--- src/rtl/ptr_agu_pkg.sv ---
package ptr_agu_pkg;
   typedef enum logic [1:0] {PSEL_X = 2'd0, PSEL_Y = 2'd1, PSEL_Z = 2'd2, PSEL_RSV = 2'd3} psel_e;
   typedef enum logic [1:0] {AM_PLAIN = 2'd0, AM_POSTINC = 2'd1, AM_PREDEC = 2'd2, AM_DISP = 2'd3} amode_e;
   typedef enum logic [1:0] {RGN_REGS = 2'd0, RGN_IO = 2'd1, RGN_SRAM = 2'd2, RGN_NONE = 2'd3} rgn_e;
endpackage

--- src/rtl/ptr_agu_sel.sv ---
module ptr_agu_sel #(
   parameter int AW = 16
) (
   input  logic [1:0]    sel,
   input  logic [AW-1:0] ptr_x,
   input  logic [AW-1:0] ptr_y,
   input  logic [AW-1:0] ptr_z,
   output logic [AW-1:0] base,
   output logic          sel_bad,
   output logic          disp_ok
);
   import ptr_agu_pkg::*;

   always_comb begin
      base    = '0;
      sel_bad = 1'b0;
      disp_ok = 1'b0;
      unique case (psel_e'(sel))
         PSEL_X:   base = ptr_x;
         PSEL_Y:   begin base = ptr_y; disp_ok = 1'b1; end
         PSEL_Z:   begin base = ptr_z; disp_ok = 1'b1; end
         default:  sel_bad = 1'b1;
      endcase
   end
endmodule

--- src/rtl/ptr_agu_ea.sv ---
module ptr_agu_ea #(
   parameter int AW = 16,
   parameter int QW = 6
) (
   input  logic [AW-1:0] base,
   input  logic [1:0]    mode,
   input  logic [QW-1:0] disp,
   input  logic          disp_ok,
   output logic [AW-1:0] ea,
   output logic [AW-1:0] nxt,
   output logic          upd,
   output logic          mode_bad
);
   import ptr_agu_pkg::*;

   logic [AW-1:0] q_ext;
   logic [AW-1:0] inc_v;
   logic [AW-1:0] dec_v;

   assign q_ext = {{(AW-QW){1'b0}}, disp};
   assign inc_v = base + AW'(1);
   assign dec_v = base - AW'(1);

   always_comb begin
      ea       = base;
      nxt      = base;
      upd      = 1'b0;
      mode_bad = 1'b0;
      unique case (amode_e'(mode))
         AM_PLAIN:   ea = base;
         AM_POSTINC: begin ea = base;  nxt = inc_v; upd = 1'b1; end
         AM_PREDEC:  begin ea = dec_v; nxt = dec_v; upd = 1'b1; end
         default: begin
            ea       = base + q_ext;
            mode_bad = !disp_ok;
         end
      endcase
   end
endmodule

--- src/rtl/ptr_agu_rgn.sv ---
module ptr_agu_rgn #(
   parameter int AW       = 16,
   parameter int REG_CNT  = 32,
   parameter int IO_CNT   = 64,
   parameter int SRAM_CNT = 128
) (
   input  logic [AW-1:0] ea,
   output logic [1:0]    region,
   output logic [AW-1:0] off
);
   import ptr_agu_pkg::*;

   localparam logic [AW-1:0] IO_BASE   = AW'(REG_CNT);
   localparam logic [AW-1:0] SRAM_BASE = AW'(REG_CNT + IO_CNT);

   logic          sram_hit;
   logic [AW-1:0] sram_off;

   generate
      if (SRAM_CNT > 0) begin : g_sram
         localparam logic [AW-1:0] SRAM_LAST = AW'(REG_CNT + IO_CNT + SRAM_CNT - 1);
         assign sram_hit = (ea >= SRAM_BASE) && (ea <= SRAM_LAST);
         assign sram_off = ea - SRAM_BASE;
      end else begin : g_nosram
         assign sram_hit = 1'b0;
         assign sram_off = '0;
      end
   endgenerate

   always_comb begin
      region = RGN_NONE;
      off    = '0;
      if (ea < IO_BASE) begin
         region = RGN_REGS;
         off    = ea;
      end else if (ea < SRAM_BASE) begin
         region = RGN_IO;
         off    = ea - IO_BASE;
      end else if (sram_hit) begin
         region = RGN_SRAM;
         off    = sram_off;
      end
   end
endmodule

--- src/rtl/ptr_agu.sv ---
module ptr_agu #(
   parameter int AW       = 16,
   parameter int QW       = 6,
   parameter int REG_CNT  = 32,
   parameter int IO_CNT   = 64,
   parameter int SRAM_CNT = 128
) (
   input  logic          clk,
   input  logic          rst_n,
   input  logic          req,
   input  logic [1:0]    ptr_sel,
   input  logic [1:0]    mode,
   input  logic [QW-1:0] disp,
   input  logic [AW-1:0] ptr_x,
   input  logic [AW-1:0] ptr_y,
   input  logic [AW-1:0] ptr_z,
   output logic          addr_vld,
   output logic [AW-1:0] addr,
   output logic [1:0]    region,
   output logic [AW-1:0] region_off,
   output logic          wb_en,
   output logic [1:0]    wb_sel,
   output logic [AW-1:0] wb_ptr,
   output logic          req_err
);
   import ptr_agu_pkg::*;

   localparam int            SPACE_END = REG_CNT + IO_CNT + SRAM_CNT;
   localparam logic [AW-1:0] IO_BASE   = AW'(REG_CNT);
   localparam logic [AW-1:0] SRAM_BASE = AW'(REG_CNT + IO_CNT);

   generate
      if (QW < 1 || QW >= AW) begin : g_bad_qw
         $error("ptr_agu: displacement width must be 1..AW-1");
      end
      if (REG_CNT < 1 || IO_CNT < 1 || SRAM_CNT < 0) begin : g_bad_cnt
         $error("ptr_agu: region sizes out of range");
      end
      if (AW < 31 && SPACE_END > (1 << AW)) begin : g_bad_space
         $error("ptr_agu: regions do not fit the address width");
      end
   endgenerate

   logic [AW-1:0] base, ea, nxt, off_c;
   logic          sel_bad, disp_ok, upd, mode_bad;
   logic [1:0]    rgn_c;

   ptr_agu_sel #(.AW(AW)) u_sel (
      .sel(ptr_sel), .ptr_x(ptr_x), .ptr_y(ptr_y), .ptr_z(ptr_z),
      .base(base), .sel_bad(sel_bad), .disp_ok(disp_ok)
   );

   ptr_agu_ea #(.AW(AW), .QW(QW)) u_ea (
      .base(base), .mode(mode), .disp(disp), .disp_ok(disp_ok),
      .ea(ea), .nxt(nxt), .upd(upd), .mode_bad(mode_bad)
   );

   ptr_agu_rgn #(.AW(AW), .REG_CNT(REG_CNT), .IO_CNT(IO_CNT), .SRAM_CNT(SRAM_CNT)) u_rgn (
      .ea(ea), .region(rgn_c), .off(off_c)
   );

   logic       taken_q;
   logic       accept;
   logic       bad;
   logic [1:0] mode_q;

   assign accept = req && !taken_q;
   assign bad    = sel_bad || mode_bad;

   always_ff @(posedge clk or negedge rst_n) begin
      if (!rst_n) begin
         taken_q    <= 1'b0;
         addr_vld   <= 1'b0;
         req_err    <= 1'b0;
         wb_en      <= 1'b0;
         addr       <= '0;
         region     <= RGN_REGS;
         region_off <= '0;
         wb_sel     <= '0;
         wb_ptr     <= '0;
         mode_q     <= AM_PLAIN;
      end else begin
         taken_q  <= accept;
         addr_vld <= accept && !bad;
         req_err  <= accept && bad;
         wb_en    <= accept && !bad && upd;
         if (accept && !bad) begin
            addr       <= ea;
            region     <= rgn_c;
            region_off <= off_c;
            wb_sel     <= ptr_sel;
            wb_ptr     <= nxt;
            mode_q     <= mode;
         end
      end
   end

   assert_slot_pulse_R10: assert property (@(posedge clk) disable iff (!rst_n)
      taken_q |=> !taken_q);
   assert_vld_err_excl_R6: assert property (@(posedge clk) disable iff (!rst_n)
      req_err |-> (!addr_vld && !wb_en));
   assert_wb_needs_vld_R3: assert property (@(posedge clk) disable iff (!rst_n)
      wb_en |-> addr_vld);
   assert_err_holds_addr_R6: assert property (@(posedge clk) disable iff (!rst_n)
      req_err |-> $stable(addr));
   assert_postinc_step_R3: assert property (@(posedge clk) disable iff (!rst_n)
      (wb_en && mode_q == AM_POSTINC) |-> (wb_ptr == addr + AW'(1)));
   assert_predec_same_R4: assert property (@(posedge clk) disable iff (!rst_n)
      (wb_en && mode_q == AM_PREDEC) |-> (wb_ptr == addr));
   assert_regs_window_R7: assert property (@(posedge clk) disable iff (!rst_n)
      (addr_vld && region == RGN_REGS) |-> (addr < IO_BASE && region_off == addr));
   assert_io_window_R8: assert property (@(posedge clk) disable iff (!rst_n)
      (addr_vld && region == RGN_IO) |-> (addr >= IO_BASE && addr < SRAM_BASE));
   assert_sram_window_R9: assert property (@(posedge clk) disable iff (!rst_n)
      (addr_vld && region == RGN_SRAM) |-> (region_off < AW'(SRAM_CNT)));
endmodule

--- config.mk ---
export PLATFORM = sky130hd
export DESIGN_NAME = ptr_agu
export DESIGN_NICKNAME = d
export VERILOG_FILES = /design/src/rtl/ptr_agu_pkg.sv /design/src/rtl/ptr_agu_sel.sv /design/src/rtl/ptr_agu_ea.sv /design/src/rtl/ptr_agu_rgn.sv /design/src/rtl/ptr_agu.sv
export SDC_FILE = /design/constraint.sdc
export NUM_CORES = 1
export LEC_CHECK = 0
export BUFFER_PORTS_ARGS = -buffer_cell sky130_fd_sc_hd__clkbuf_2
export CAP_MARGIN = 30
export CORE_MARGIN = 4
export CORE_UTILIZATION = 40
export CTS_CLUSTER_SIZE = 40
export DETAILED_ROUTE_END_ITERATION = 8
export SLEW_MARGIN = 10
export SYNTH_ARGS = -nofsm -noshare
export SYNTH_HDL_FRONTEND = slang
export SYNTH_SLANG_ARGS = --single-unit
--- constraint.sdc ---
create_clock -name clk -period 4.24 [get_ports clk]
set_input_delay 0.212 -clock clk [delete_from_list [all_inputs] [get_ports clk]]
set_output_delay 0.212 -clock clk [all_outputs]
set_load 0.01 [all_outputs]
==> Yosys cells after proc, flatten, opt, wreduce, memory -nomap -nowiden <==
Index checks and enable logic that the tools add are counted.
{ "totals": {"ff_bits": 56, "latch_bits": 0, "ramBits": 0, "romBits": 0, "out_inout_bits": 55, "word_cells": 51, "memories": 0} }
{ "op_classes": {"n_addsub": 5, "multipliers": 0, "div": 0, "order_cmp": 4, "n_eq_ne": 4, "shifts": 0, "n_mux": 13, "n_bitwise": 0, "reduce_logical": 16} }
{ "ops": {"columns": ["cell", "n"], "rows": [
  ["16-bit one-hot mux with 2 select lines", 2],
  ["16-bit two-way mux", 3],
  ["16-bit one-hot mux with 3 select lines", 1],
  ["16-bit by 1-bit adder with 16-bit output (second input constant)", 1],
  ["16-bit by 6-bit adder with 16-bit output", 1],
  ["16-bit by 7-bit greater-or-equal comparator with 1-bit output (second input constant)", 1],
  ["16-bit by 8-bit less-or-equal comparator with 1-bit output (second input constant)", 1],
  ["16-bit by 6-bit < comparator with 1-bit output (second input constant)", 1],
  ["16-bit by 7-bit < comparator with 1-bit output (second input constant)", 1],
  ["16-bit by 1-bit subtractor with 16-bit output (second input constant)", 1],
  ["16-bit by 6-bit subtractor with 16-bit output (second input constant)", 1],
  ["16-bit by 7-bit subtractor with 16-bit output (second input constant)", 1],
  ["2-bit OR reduction", 3],
  ["3-bit OR reduction", 2],
  ["1-bit logical AND", 5],
  ["1-bit two-way mux", 5],
  ["2-bit by 1-bit equality test with 1-bit output (second input constant)", 2],
  ["2-bit equality test (second input constant)", 2],
  ["2-bit zero test", 2],
  ["2-bit two-way mux", 2],
  ["1-bit zero test", 3],
  ["1-bit logical OR", 1]
]} }

==> Logic depth before layout (Yosys ltp) <==
Gate-level depths: netlist of run 1.
{ "depth": {"depth_word": 9, "ltp_mapped": 19} }

==> Hierarchy <==
Synthesis of run 1 repeated with hierarchy kept, for this count alone.
{ "unflattened": {"hier_cells": 488, "hier_area_um2": 4732.0} }
{ "by_module_without_submodules": {"columns": ["mod", "instances", "cells_per_inst", "area_each_um2"], "rows": [
  ["ptr_agu", 1, 118, 2324.7],
  ["ptr_agu_ea", 1, 279, 1752.9],
  ["ptr_agu_rgn", 1, 48, 340.3],
  ["ptr_agu_sel", 1, 43, 314.1]
]} }

==> Worst setup path after synthesis of run 1 <==
OpenSTA, ideal clock, no wires.
{ "synth_timing": {"path_type": "input port to flip-flop", "startpoint": "in ptr_sel[0]", "endpoint": "reg region[0]", "t_arrival_ns": 3.820, "setup_slack_ns": 0.294, "cell_stages": 17, "path_buffers": 4, "cell_sequence": "ha_1 > clkbuf_1 > clkbuf_1 > clkbuf_1 > clkbuf_1 > nor2_1 > inv_1 > fa_1 > nand2b_1 > a21oi_1 > o21ai_0 > nor4_1 > xnor2_1 > a221o_1 > nor3_2 > nand3_2 > o32a_1"} }
{ "synth_via": {"elab_chain_len": 9, "elab_cells_between_ends": 24, "cone_classes": "2 x add/sub; 4 x order compare; 2 x eq/ne; 8 x mux; 8 x reduce/logical"} }
{ "synth_rtl": {"columns": ["item", "line", "text"], "rows": [
  ["from (decl)", "ptr_agu.sv:11", "input logic [1:0] ptr_sel,"],
  ["2-bit equality test, or another cell as far along", "ptr_agu_sel.sv:18", "unique case (psel_e'(sel))"],
  ["16-bit one-hot mux with 3 select lines", "ptr_agu_sel.sv:18", null],
  ["16-bit by 6-bit adder with 16-bit output or 16-bit by 1-bit subtractor with 16-bit output (tied branches)", "ptr_agu_ea.sv:34, ptr_agu_ea.sv:22", null],
  ["16-bit one-hot mux with 2 select lines", "ptr_agu_ea.sv:29", "unique case (amode_e'(mode))"],
  ["16-bit by 7-bit greater-or-equal comparator with 1-bit output or 16-bit by 8-bit less-or-equal comparator with 1-bit output (tied branches)", "ptr_agu_rgn.sv:22", "assign sram_hit = (ea >= SRAM_BASE) && (ea <= SRAM_LAST);"],
  ["1-bit logical AND", "ptr_agu_rgn.sv:22", null],
  ["1-bit two-way mux", "ptr_agu_rgn.sv:39", "end else if (sram_hit) begin"],
  ["2-bit two-way mux", "ptr_agu_rgn.sv:36", "end else if (ea < SRAM_BASE) begin"],
  ["2-bit two-way mux", "ptr_agu_rgn.sv:33", "if (ea < IO_BASE) begin"],
  ["to (signal assigned)", "ptr_agu.sv:89", "region <= rgn_c;"],
  ["to (decl)", "ptr_agu.sv:19", "output logic [1:0] region,"]
]} }
Several ways; a longest one is shown, not always the timed one.
A chain may end at the register's enable or synchronous reset.

==> Worst setup path in the final report of run 1 <==
{ "layout_timing": {"startpoint": "in ptr_sel[1]", "endpoint": "reg region_off[11]"} }
{ "layout_via": {"elab_chain_len": 9, "elab_cells_between_ends": 26, "cone_classes": "4 x add/sub; 4 x order compare; 2 x eq/ne; 8 x mux; 8 x reduce/logical"} }
{ "layout_rtl": {"columns": ["item", "line", "text"], "rows": [
  ["2-bit equality test, or another cell as far along", "ptr_agu_sel.sv:18", null],
  ["16-bit one-hot mux with 3 select lines", "ptr_agu_sel.sv:18", null],
  ["16-bit by 6-bit adder with 16-bit output or 16-bit by 1-bit subtractor with 16-bit output (tied branches)", "ptr_agu_ea.sv:34, ptr_agu_ea.sv:22", null],
  ["16-bit one-hot mux with 2 select lines", "ptr_agu_ea.sv:29", null],
  ["16-bit by 7-bit greater-or-equal comparator with 1-bit output or 16-bit by 8-bit less-or-equal comparator with 1-bit output (tied branches)", "ptr_agu_rgn.sv:22", null],
  ["1-bit logical AND", "ptr_agu_rgn.sv:22", null],
  ["16-bit two-way mux", "ptr_agu_rgn.sv:39", null],
  ["16-bit two-way mux", "ptr_agu_rgn.sv:36", null],
  ["16-bit two-way mux", "ptr_agu_rgn.sv:33", null],
  ["to (signal assigned)", "ptr_agu.sv:78", "region_off <= '0;"],
  ["to (signal assigned)", "ptr_agu.sv:90", "region_off <= off_c;"],
  ["to (decl)", "ptr_agu.sv:20", "output logic [AW-1:0] region_off,"]
]} }
Several ways; a longest one is shown, not always the timed one.

==> results of run 1 <==
## registers in the layout, summed over array words and instances (netlist names)
| name | cells |
|---|---|
| region_off | 16 |
| addr | 16 |
| taken_q | 1 |
| region | 2 |
| addr_vld | 1 |
| wb_ptr | 16 |
| wb_sel | 2 |
| wb_en | 1 |
| req_err | 1 |
## report_power, final
part	internal (mW)	switching, mW
Clock	0.118	0.177
Combinational	0.256	0.392
Sequential	0.609	0.0412
## cells in the final DEF, fill, tap and decap left out, types with 4 or more instances in the layout
master    Yosys  final
o21ai_0      52     52
a21o_1        5      5
and3_1        4      4
o31ai_1      12     12
nor2_1       43     43
a31oi_1      10     10
inv_1        21     21
o22ai_1       5      5
xor2_1        5      5
a222oi_1     21     21
nand3_1      15     15
buf_4         2     32
a221oi_1      5      5
nand2_1      95     94
nor2b_1       4      4
clkbuf_8      0      5
nor3_1       11     11
or2_2        10     10
nand2b_1      4      4
a211oi_1      5      5
clkbuf_2      0    115
dfrtp_1      56     56
mux2i_1       6      6
ha_1         19     19
nor4_1        6      6
xnor2_1      14     14
o21a_1        4      4
a22oi_1       5      5
and2_1       11     11
a21oi_1      21     21
## path summary, 6_finish.rpt
kind                       cells past startpoint  slack, ns                    endpoint         startpoint
max                                           19       0.40  region_off[11]$_DFFE_PN0P_         ptr_sel[1]
min                                            2       0.03  region_off[12]$_DFFE_PN0P_              rst_n
max reg2reg                                    4       2.67   region_off[4]$_DFFE_PN0P_  taken_q$_DFF_PN0_
min reg2reg                                    1       0.44           taken_q$_DFF_PN0_  taken_q$_DFF_PN0_
max in group asynchronous                      2       3.72       wb_ptr[0]$_DFFE_PN0P_              rst_n
min in group clk                               2       0.16           taken_q$_DFF_PN0_                req
## worst max-delay path, cell delays in order
cell and delay [ns]:
clkbuf_2 0.10, inv_1 0.09, ha_1 0.45, a222oi_1 0.23, nor2_1 0.22, ha_1 0.20
inv_1 0.05, fa_1 0.39, nand2b_1 0.18, a21oi_1 0.17, buf_4 0.15, o211ai_1 0.15
nor2_1 0.24, xnor2_1 0.10, a211oi_1 0.29, and4b_1 0.26, nand3_2 0.13, buf_4 0.19
o31ai_1 0.25
## metrics by stage
stage	power [mW]	setup WS, ns	cell area, µm²	utilization	instances
final	1.59	0.402	5310	0.489	814
after floorplan	1.06	0.294	4410	-	564
after global routing	1.71	0.0490	5310	0.489	814
after detailed placement	1.31	0.0592	5210	0.481	805
after CTS	1.61	0.381	5300	0.489	813
after global placement	1.29	0.218	5210	0.481	805
## per-layer routing
| metal | up-vias | GRT usage | wire (µm) |
|---|---|---|---|
| li1 | 2261 | - | - |
| met1 | 2141 | 0.310 | 6570 |
| met2 | 221 | 0.320 | 6070 |
| met3 | 11 | 0.0364 | 1020 |
| met4 | 0 | 0.0553 | 136 |
| met5 | - | 0 | 0 |
## cell type report
type	count	share of cell area
inverters	22	0.0156
flip-flops and latches	56	0.264
multi-input cells	441	0.517
clock inverters	2	0.00307
well taps	140	0.0330
clock buffers	6	0.0137
repair buffers	147	0.154
## kinds of logic (layout without fill, tap and decap cells)
kind of cell | count (synthesis) | count (layout) | share of synthesized area
and+or+nand+nor | 220 | 220 | 0.233
AOI/OAI and AO/OA | 175 | 175 | 0.276
buffers and inverters | 67 | 177 | 0.0615
DFF | 56 | 56 | 0.318
adders and majority gates | 20 | 20 | 0.0584
xor gates and xnor gates | 19 | 19 | 0.0377
muxes | 7 | 7 | 0.0162
## timing repair
item | in CTS | in global routing
endpoints found under the setup margin | 0 | 3
gates resized for setup | 0 | 0
setup buffers | 0 | 1
==> results.json, run 1 <==
{
  "rows": 38,
  "fill_cells": 1081,
  "fin_crit_sh": 0.905,
  "cts_num_sinks": 56,
  "hold_ws_ns": 0.0331,
  "worstPathRequired_ns": 4.46,
  "synth_fp_nets": 645,
  "vias": 4634,
  "fin_skew_ns": 0.00848,
  "via_per_inst": 5.69,
  "synth.largest_area_cell": "dfrtp_1",
  "crit_fanout": 16,
  "die_y_um": 113,
  "clkTransAtPathRegs_ns": 0.10,
  "path_class": "primary input to register",
  "netlist.area_leader.share": 0.318,
  "clkLatencyLatePin_ns": 0.31,
  "synth_edf_count": 0,
  "grt_use_total": 0.211,
  "grt_first_pass_wirelength_um": 22400,
  "cap_violations": 0,
  "drt_iter0_drc": 461,
  "setup_viol": 0,
  "synthTopCellsByCount": "nand2_1, dfrtp_1, o21ai_0, nor2_1, clkbuf_1",
  "worst_setup_path_end_kind": "register",
  "synth_area_mm2": 0.00441,
  "htreeDepth": 2,
  "period_needed_ns": 3.84,
  "core_area_mm2": 0.0108,
  "crit_path_start_kind": "primary input",
  "hold_viol": 0,
  "cts_hold_buf": 0,
  "routed_wirelength_um": 13800,
  "ctsLongestPathBuffers": 2,
  "syn-instance-count": 564,
  "cp_data_arrival_time_ns": 4.06,
  "drtAntennaViolNets": 0,
  "cts_tree": "done",
  "initial_core_util": 0.407,
  "yosys-top-cells-area": "dfrtp_1, nand2_1, o21ai_0",
  "powerDensity_mw_per_mm2": 300,
  "grt_pass1_vias": 4438,
  "area_delta_synth_final_pct": 20.2,
  "seqCellArea_mm2": 0.00140,
  "gp_congestion": 0.954,
  "die_area_mm2": 0.0128,
  "antennaDiodeCount": 0,
  "fin_nets": 754,
  "drt_pass1_iterations": 5,
  "grt_max_degree": 73,
  "fmax_mhz": 261,
  "maxSlewViolCount": 0,
  "rsz0062_at_grt": "no",
  "clock-root-buffer": "clkbuf_8",
  "synth_seq_area_share": 0.318,
  "yosys_warnings": 0,
  "cts_buffers": 5,
  "layout-drive-gt1-share": 0.261,
  "grt_overflow": 0,
  "hp-class": "primary input to async pin",
  "antenna_found_initial": 0,
  "worst_slew_pin_slew_ns": 1.06,
  "avgRoutedWirePerCell_um": 16.9,
  "async_flop_share": 1.00,
  "hpwl_um": 10500,
  "final.setup.tns_ns": 0,
  "syn_area_per_cell_um2": 7.82,
  "num_io_pins": 116,
  "max-vdd-ir-drop_uv": 150,
  "relSlewSlack": 0.293,
  "synth_most_common_cell": "nand2_1",
  "status": "completed",
  "power_leakage_nw": 2.51,
  "io_buffers": 115,
  "ys_ff_latch": 56,
  "yosys.cell_types.count": 66,
  "die_w_um": 113,
  "route.detailed.drc": 0,
  "synth_flop_cell": "dfrtp_1",
  "multiInputGateArea_mm2": 0.00274
}
Note: power is estimated with default switching activity, not from simulation.
==> run 2: changes to the inputs <==
--- a/config.mk
+++ b/config.mk
@@ -5,6 +5,7 @@
 export SDC_FILE = /design/constraint.sdc
 export NUM_CORES = 1
 export LEC_CHECK = 0
+export ABC_AREA = 1
 export BUFFER_PORTS_ARGS = -buffer_cell sky130_fd_sc_hd__clkbuf_2
 export CAP_MARGIN = 30
 export CORE_MARGIN = 4
==> run 2 against run 1 <==
Compared with the run above:
- clock power is 44% higher
- fmax increased by 7.0%
- non-clock buffer count is 27 lower
- flip-flop and latch count unchanged
- global-route usage increased by 0.61 points
- highest routed layer unchanged
- clock skew increased by 0.00064 ns
- critical endpoint unchanged
- register-to-register slack got worse by 0.32 ns
==> results.json, run 2 <==
{
  "drtAntennaViolNets": 0,
  "area_delta_synth_final_pct": 17.7,
  "num_io_pins": 116,
  "period_needed_ns": 3.59,
  "syn_area_per_cell_um2": 6.74,
  "fin_cells": 912,
  "grt_first_pass_wirelength_um": 22900,
  "final_util": 0.484,
  "cts_tree": "done",
  "antennaDiodeCount": 0,
  "gp_congestion": 0.940,
  "cts_hold_buf": 0,
  "worstPathRequired_ns": 4.48,
  "antenna_found_initial": 0,
  "yosys-top-cells-area": "dfrtp_1, nand2_1, nand3_1",
  "grt_pass1_vias": 4564,
  "clkLatencyLatePin_ns": 0.30,
  "die_area_mm2": 0.0130,
  "cp_data_arrival_time_ns": 3.83,
  "via_per_inst": 5.23,
  "synthTopCellsByCount": "nand2_1, dfrtp_1, nand3_1, inv_1, o21ai_0",
  "synth_most_common_cell": "nand2_1",
  "power_leakage_nw": 2.87,
  "layout_common_cells": "nand2_1, clkbuf_2, dfrtp_1",
  "vias": 4767,
  "ys_ff_latch": 56,
  "die_y_um": 114,
  "io_buffers": 115,
  "grtUsageMet3": 0.0212,
  "relSlewSlack": 0.428,
  "grt_overflow": 0,
  "met1_usage": 0.314,
  "synth_area_mm2": 0.00450,
  "crit_fanout": 16,
  "route.detailed.drc": 0,
  "fin_skew_ns": 0.00912,
  "maxSlewViolCount": 0,
  "powerDensity_mw_per_mm2": 324,
  "yosys_warnings": 0,
  "grt_use_met2": 0.342,
  "setup_viol": 0,
  "crit_path_start_kind": "primary input",
  "clkTransAtPathRegs_ns": 0.07,
  "fin_nets": 852,
  "rsz0062_at_grt": "no",
  "dpl.cell_count": 904,
  "cts_buffers": 5,
  "worst_slew_pin_slew_ns": 0.856,
  "synth_flop_cell": "dfrtp_1",
  "path_class": "primary input to register",
  "drt_pass1_iterations": 6,
  "yosys.cell_types.count": 39,
  "final.setup.tns_ns": 0,
  "routed_wirelength_um": 13900,
  "synth_seq_area_share": 0.312,
  "drt_iter0_drc": 396,
  "worst_setup_path_end_kind": "register",
  "ctsLongestPathBuffers": 2,
  "async_flop_share": 1.00,
  "fmax_mhz": 279,
  "initial_core_util": 0.411,
  "max-vdd-ir-drop_uv": 197,
  "status": "completed",
  "clock-root-buffer": "clkbuf_16",
  "cts_resized": 0,
  "busiest_layer": "met2",
  "die_w_um": 114,
  "final_common_cell": "nand2_1",
  "netlist.area_leader.share": 0.312,
  "place_ws_ns": 0.388,
  "rows": 38,
  "syn-instance-count": 667,
  "hold_viol": 0,
  "hp-class": "primary input to async pin",
  "synth_fp_nets": 748,
  "cap_violations": 0,
  "post_cts_buffers": 0,
  "fin_crit_sh": 0.846,
  "avgRoutedWirePerCell_um": 15.3,
  "htreeDepth": 2,
  "layout-drive-gt1-share": 0.244,
  "hpwl_um": 10900,
  "core_area_mm2": 0.0109,
  "grt_use_total": 0.217,
  "synth.largest_area_cell": "dfrtp_1",
  "grt_max_degree": 60,
  "fin_ws_ns": 0.654,
  "cts_num_sinks": 56,
  "synth_edf_count": 0,
  "largestRegisters": "addr (16), region_off (16), wb_ptr (16)"
}
[run 2: cell types whose count changed in the layout (fill, tap and decap cells not counted), moves of 9 or more]
cell      previous run  this run
nand2_1             94       227
nand3_1             15        54
inv_1               21        53
buf_4               32         5
a222oi_1            21         0
nand2_2              1        17
xnor2_1             14         1
o31ai_1             12         0
and2_1              11         0
o211ai_1             3        13
or2_2               10         0
inv_2                0         9
[run 2: worst max-delay path: stages]
cell and delay, ns:
clkbuf_2 0.10, inv_1 0.10, ha_1 0.51, nand2_1 0.10, nand3_1 0.10, nand2_2 0.12, inv_1 0.19, ha_1 0.22
inv_1 0.06, fa_1 0.42, nor3_1 0.20, nor2_1 0.11, nor2_1 0.23, nand2_1 0.08, nand3_1 0.09, nand2_1 0.14
nand3_1 0.14, nor2_2 0.07, a31oi_1 0.39, nand2_2 0.15, nand2_1 0.09
[run 2: power breakdown]
part | internal (mW) | switching, mW
logic | 0.214 | 0.410
registers | 0.617 | 0.0478
clock network | 0.221 | 0.205
total | 1.05 | 0.663
[run 2: layout make-up]
class	count	area, µm²
Tap cell	140	175
Fill cell	1154	5640
Clock buffer	5	125
Multi-Input combinational cell	523	2710
Timing Repair Buffer	120	613
Inverter	65	246
Sequential cell	56	1400
Clock inverter	3	21.3
[run 2: through the flow]
stage / hold slack [ns] / area [µm²] / total power [mW]
final: 0.0411 / 5290 / 1.71
after global routing: 0.123 / 5290 / 1.84
after CTS: 0.0674 / 5290 / 1.73
after detailed placement: 0.392 / 5140 / 1.30
after global placement: 0.385 / 5140 / 1.29
after floorplan: -0.0836 / 4500 / 1.07
[run 2: worst paths after layout]
path                                         from                          to  slack, ns  cells past startpoint
worst min register to register  taken_q$_DFF_PN0_           req_err$_DFF_PN0_       0.43                      1
worst max register to register  taken_q$_DFF_PN0_   region_off[0]$_DFFE_PN0P_       2.35                      5
worst min-delay path                        rst_n         addr[2]$_DFFE_PN0P_       0.04                      2
worst max-delay path                   ptr_sel[0]  region_off[11]$_DFFE_PN0P_       0.65                     21
max in group asynchronous                   rst_n      wb_ptr[11]$_DFFE_PN0P_       3.73                      2
min in group clk                              req           req_err$_DFF_PN0_       0.13                      3
[run 2: metal layers]
layer,vias up,routed length [µm]
met2,191,6190
met4,0,204
met5,-,0
met1,2174,6660
li1,2387,-
met3,15,864
[run 2: cells by family after synthesis]
logic type / share of synthesized area
buf+inv: 0.0865
flops: 0.312
simple gates: 0.395
fa+ha+maj: 0.0573
compound gates: 0.137
xor+xnor: 0.0117
==> run 3: changes to the inputs <==
--- a/config.mk
+++ b/config.mk
@@ -5,7 +5,7 @@
 export SDC_FILE = /design/constraint.sdc
 export NUM_CORES = 1
 export LEC_CHECK = 0
-export ABC_AREA = 1
+export ABC_AREA = 0
 export BUFFER_PORTS_ARGS = -buffer_cell sky130_fd_sc_hd__clkbuf_2
 export CAP_MARGIN = 30
 export CORE_MARGIN = 4
==> constraint.sdc (replaced) <==
create_clock -name clk -period 3.35 [get_ports clk]
set_input_delay 0.1675 -clock clk [delete_from_list [all_inputs] [get_ports clk]]
set_output_delay 0.1675 -clock clk [all_outputs]
set_load 0.01 [all_outputs]
==> run 3 against run 2 <==
Compared with the run above:
- the flow now finishes with violations (setup timing)
- critical path depth fell by 3
- core utilization increased by 8.8 points
- global-route usage increased by 1.4 points
- final cell count fell by 2.4%
- combinational power increased by 62%
- largest cell class unchanged
==> results.json, run 3 (synthesized netlist as in run 1, its figures left out) <==
{
  "intPower_mw": 1.36,
  "clkPwrFrac": 0.174,
  "largestRegisters": "addr (16), region_off (16), wb_ptr (16)",
  "rsz0062_at_grt": "yes",
  "layout-drive-gt1-share": 0.379,
  "cts_tree": "done",
  "hp-class": "primary input to register",
  "clkTransAtPathRegs_ns": 0.10,
  "clock-root-buffer": "clkbuf_8",
  "fin_crit_sh": 1.00,
  "core_area_mm2": 0.0108,
  "final_util": 0.572,
  "htreeDepth": 2,
  "period_needed_ns": 3.36,
  "violations": "setup timing",
  "path_class": "primary input to register",
  "pwr-share-seq": 0.372,
  "fin_ws_ns": -0.00951,
  "switching_power_mw": 0.856,
  "route.detailed.drc": 0,
  "via_per_inst": 5.55,
  "status": "finished, violations left",
  "grt_max_degree": 73,
  "routed_wirelength_um": 15100,
  "path_cells": "buf_8 > buf_6 > ha_4 > buf_6 > a222oi_1 > nor2_1 > ha_1 > buf_6 > and3_4 > a221o_1 > nand2_2 > nor2_2 > xor2_1 > a221o_1 > nor3_2 > nand3_2 > buf_12 > o22a_1",
  "drtAntennaViolNets": 0,
  "rr_startpoint": "taken_q$_DFF_PN0_",
  "hold_ws_ns": 0.114,
  "layout_common_cells": "clkbuf_2, buf_4, nand2_1",
  "grt_overflow": 0,
  "die_w_um": 113,
  "power_frac_comb": 0.453,
  "power.total_mw": 2.22,
  "power_leakage_nw": 2.94,
  "hold_viol": 0,
  "drt_iter0_drc": 471,
  "max-vdd-ir-drop_uv": 221,
  "grt_first_pass_wirelength_um": 24000,
  "die_y_um": 113,
  "fin_nets": 830,
  "startpoint": "ptr_sel[1]",
  "area_delta_synth_final_pct": 40.5,
  "antenna_found_initial": 0,
  "drt_pass1_iterations": 5,
  "cap_violations": 0,
  "setup_viol": 3,
  "crit_path_frequent_cell": "buf_6",
  "final_common_cell": "clkbuf_2",
  "critPathSlowestCell": "ha_1",
  "hpwl_um": 11700,
  "relSlewSlack": 0.476,
  "powerDensity_mw_per_mm2": 358,
  "vias": 4938,
  "io_buffers": 115,
  "initial_core_util": 0.407,
  "place_ws_ns": -0.458,
  "worst_slew_pin_slew_ns": 0.786,
  "die_area_mm2": 0.0128,
  "rows": 38,
  "worst_setup_path_end_kind": "register",
  "crit_path_start_kind": "primary input",
  "cp_data_arrival_time_ns": 3.57,
  "ctsLongestPathBuffers": 2,
  "grt_pass1_vias": 4647,
  "hp-start": "req",
  "crit_fanout": 8,
  "antennaDiodeCount": 0,
  "cts_buffers": 5,
  "fin_skew_ns": 0.00624,
  "clkLatencyLatePin_ns": 0.31,
  "maxSlewViolCount": 0,
  "p_sw_frac": 0.386,
  "cts_num_sinks": 56,
  "crit_path_max_incr_delay_ns": 0.37,
  "grt_use_total": 0.231,
  "worstPathRequired_ns": 3.56,
  "gp_congestion": 0.885,
  "fmax_mhz": 298,
  "num_io_pins": 116,
  "avgRoutedWirePerCell_um": 17.0
}
run 3: per-stage QoR:
step	cell area, µm²	cells	TNS, ns
2_1_floorplan	4510	564	-1.27
3_3_place_gp	5700	862	-3.46
3_5_place_dp	5700	862	-5.80
4_1_cts	5920	883	0
5_1_grt	6200	890	-2.48
6_report	6200	890	-0.0187
run 3: per-layer routing:
metal | part of all wire | up-vias | global-route usage
li1 | - | 2423 | -
met1 | 0.45 | 2276 | 0.328
met2 | 0.47 | 220 | 0.374
met3 | 0.067 | 19 | 0.0262
met4 | 0.016 | 0 | 0.0609
met5 | 0 | - | 0
run 3: power by group through the flow:
| stage | registers, mW | clock network [mW] | logic [mW] |
|---|---|---|---|
| 2_1_floorplan | 0.879 | 0 | 0.482 |
| 3_3_place_gp | 0.838 | 0 | 0.905 |
| 3_5_place_dp | 0.843 | 0 | 0.920 |
| 4_1_cts | 0.829 | 0.398 | 0.947 |
| 5_1_grt | 0.843 | 0.424 | 1.10 |
| 6_report | 0.827 | 0.387 | 1.01 |
run 3: final cells by class:
cell class | instances | area [µm²]
flip-flops and latches | 56 | 1400
clock buffers | 6 | 72.6
clock inverters | 2 | 16.3
well taps | 140 | 175
fillers | 995 | 4640
inverters | 22 | 90.1
repair buffers | 223 | 1450
multi-input cells | 441 | 2990
run 3: worst paths after layout:
path / end / slack [ns] / cells after the start
hold reg to reg: taken_q$_DFF_PN0_ / 0.46 / 1
min in group asynchronous: region_off[8]$_DFFE_PN0P_ / 0.17 / 2
max in group asynchronous: addr[0]$_DFFE_PN0P_ / 2.41 / 4
setup / recovery: region[1]$_DFFE_PN0P_ / -0.01 / 18
setup reg to reg: region_off[1]$_DFFE_PN0P_ / 1.67 / 5
hold / removal: taken_q$_DFF_PN0_ / 0.11 / 2
run 3: worst max-delay path, delay by kind of cell:
family / cells / cell delay, ns
AOI/OAI and AO/OA: 4 / 1.17
xor gates and xnor gates: 1 / 0.15
adders and majority gates: 2 / 0.52
buffers and inverters: 5 / 0.67
and+or+nand+nor: 6 / 0.88
run 3: repair_timing:
item,CTS,global route
hold endpoints to repair,33,0
setup endpoints to repair,14,16
buffers inserted,12,6
gates resized for setup,7,45
cloned,0,0
pin swaps,2,22
hold buffers,1,0
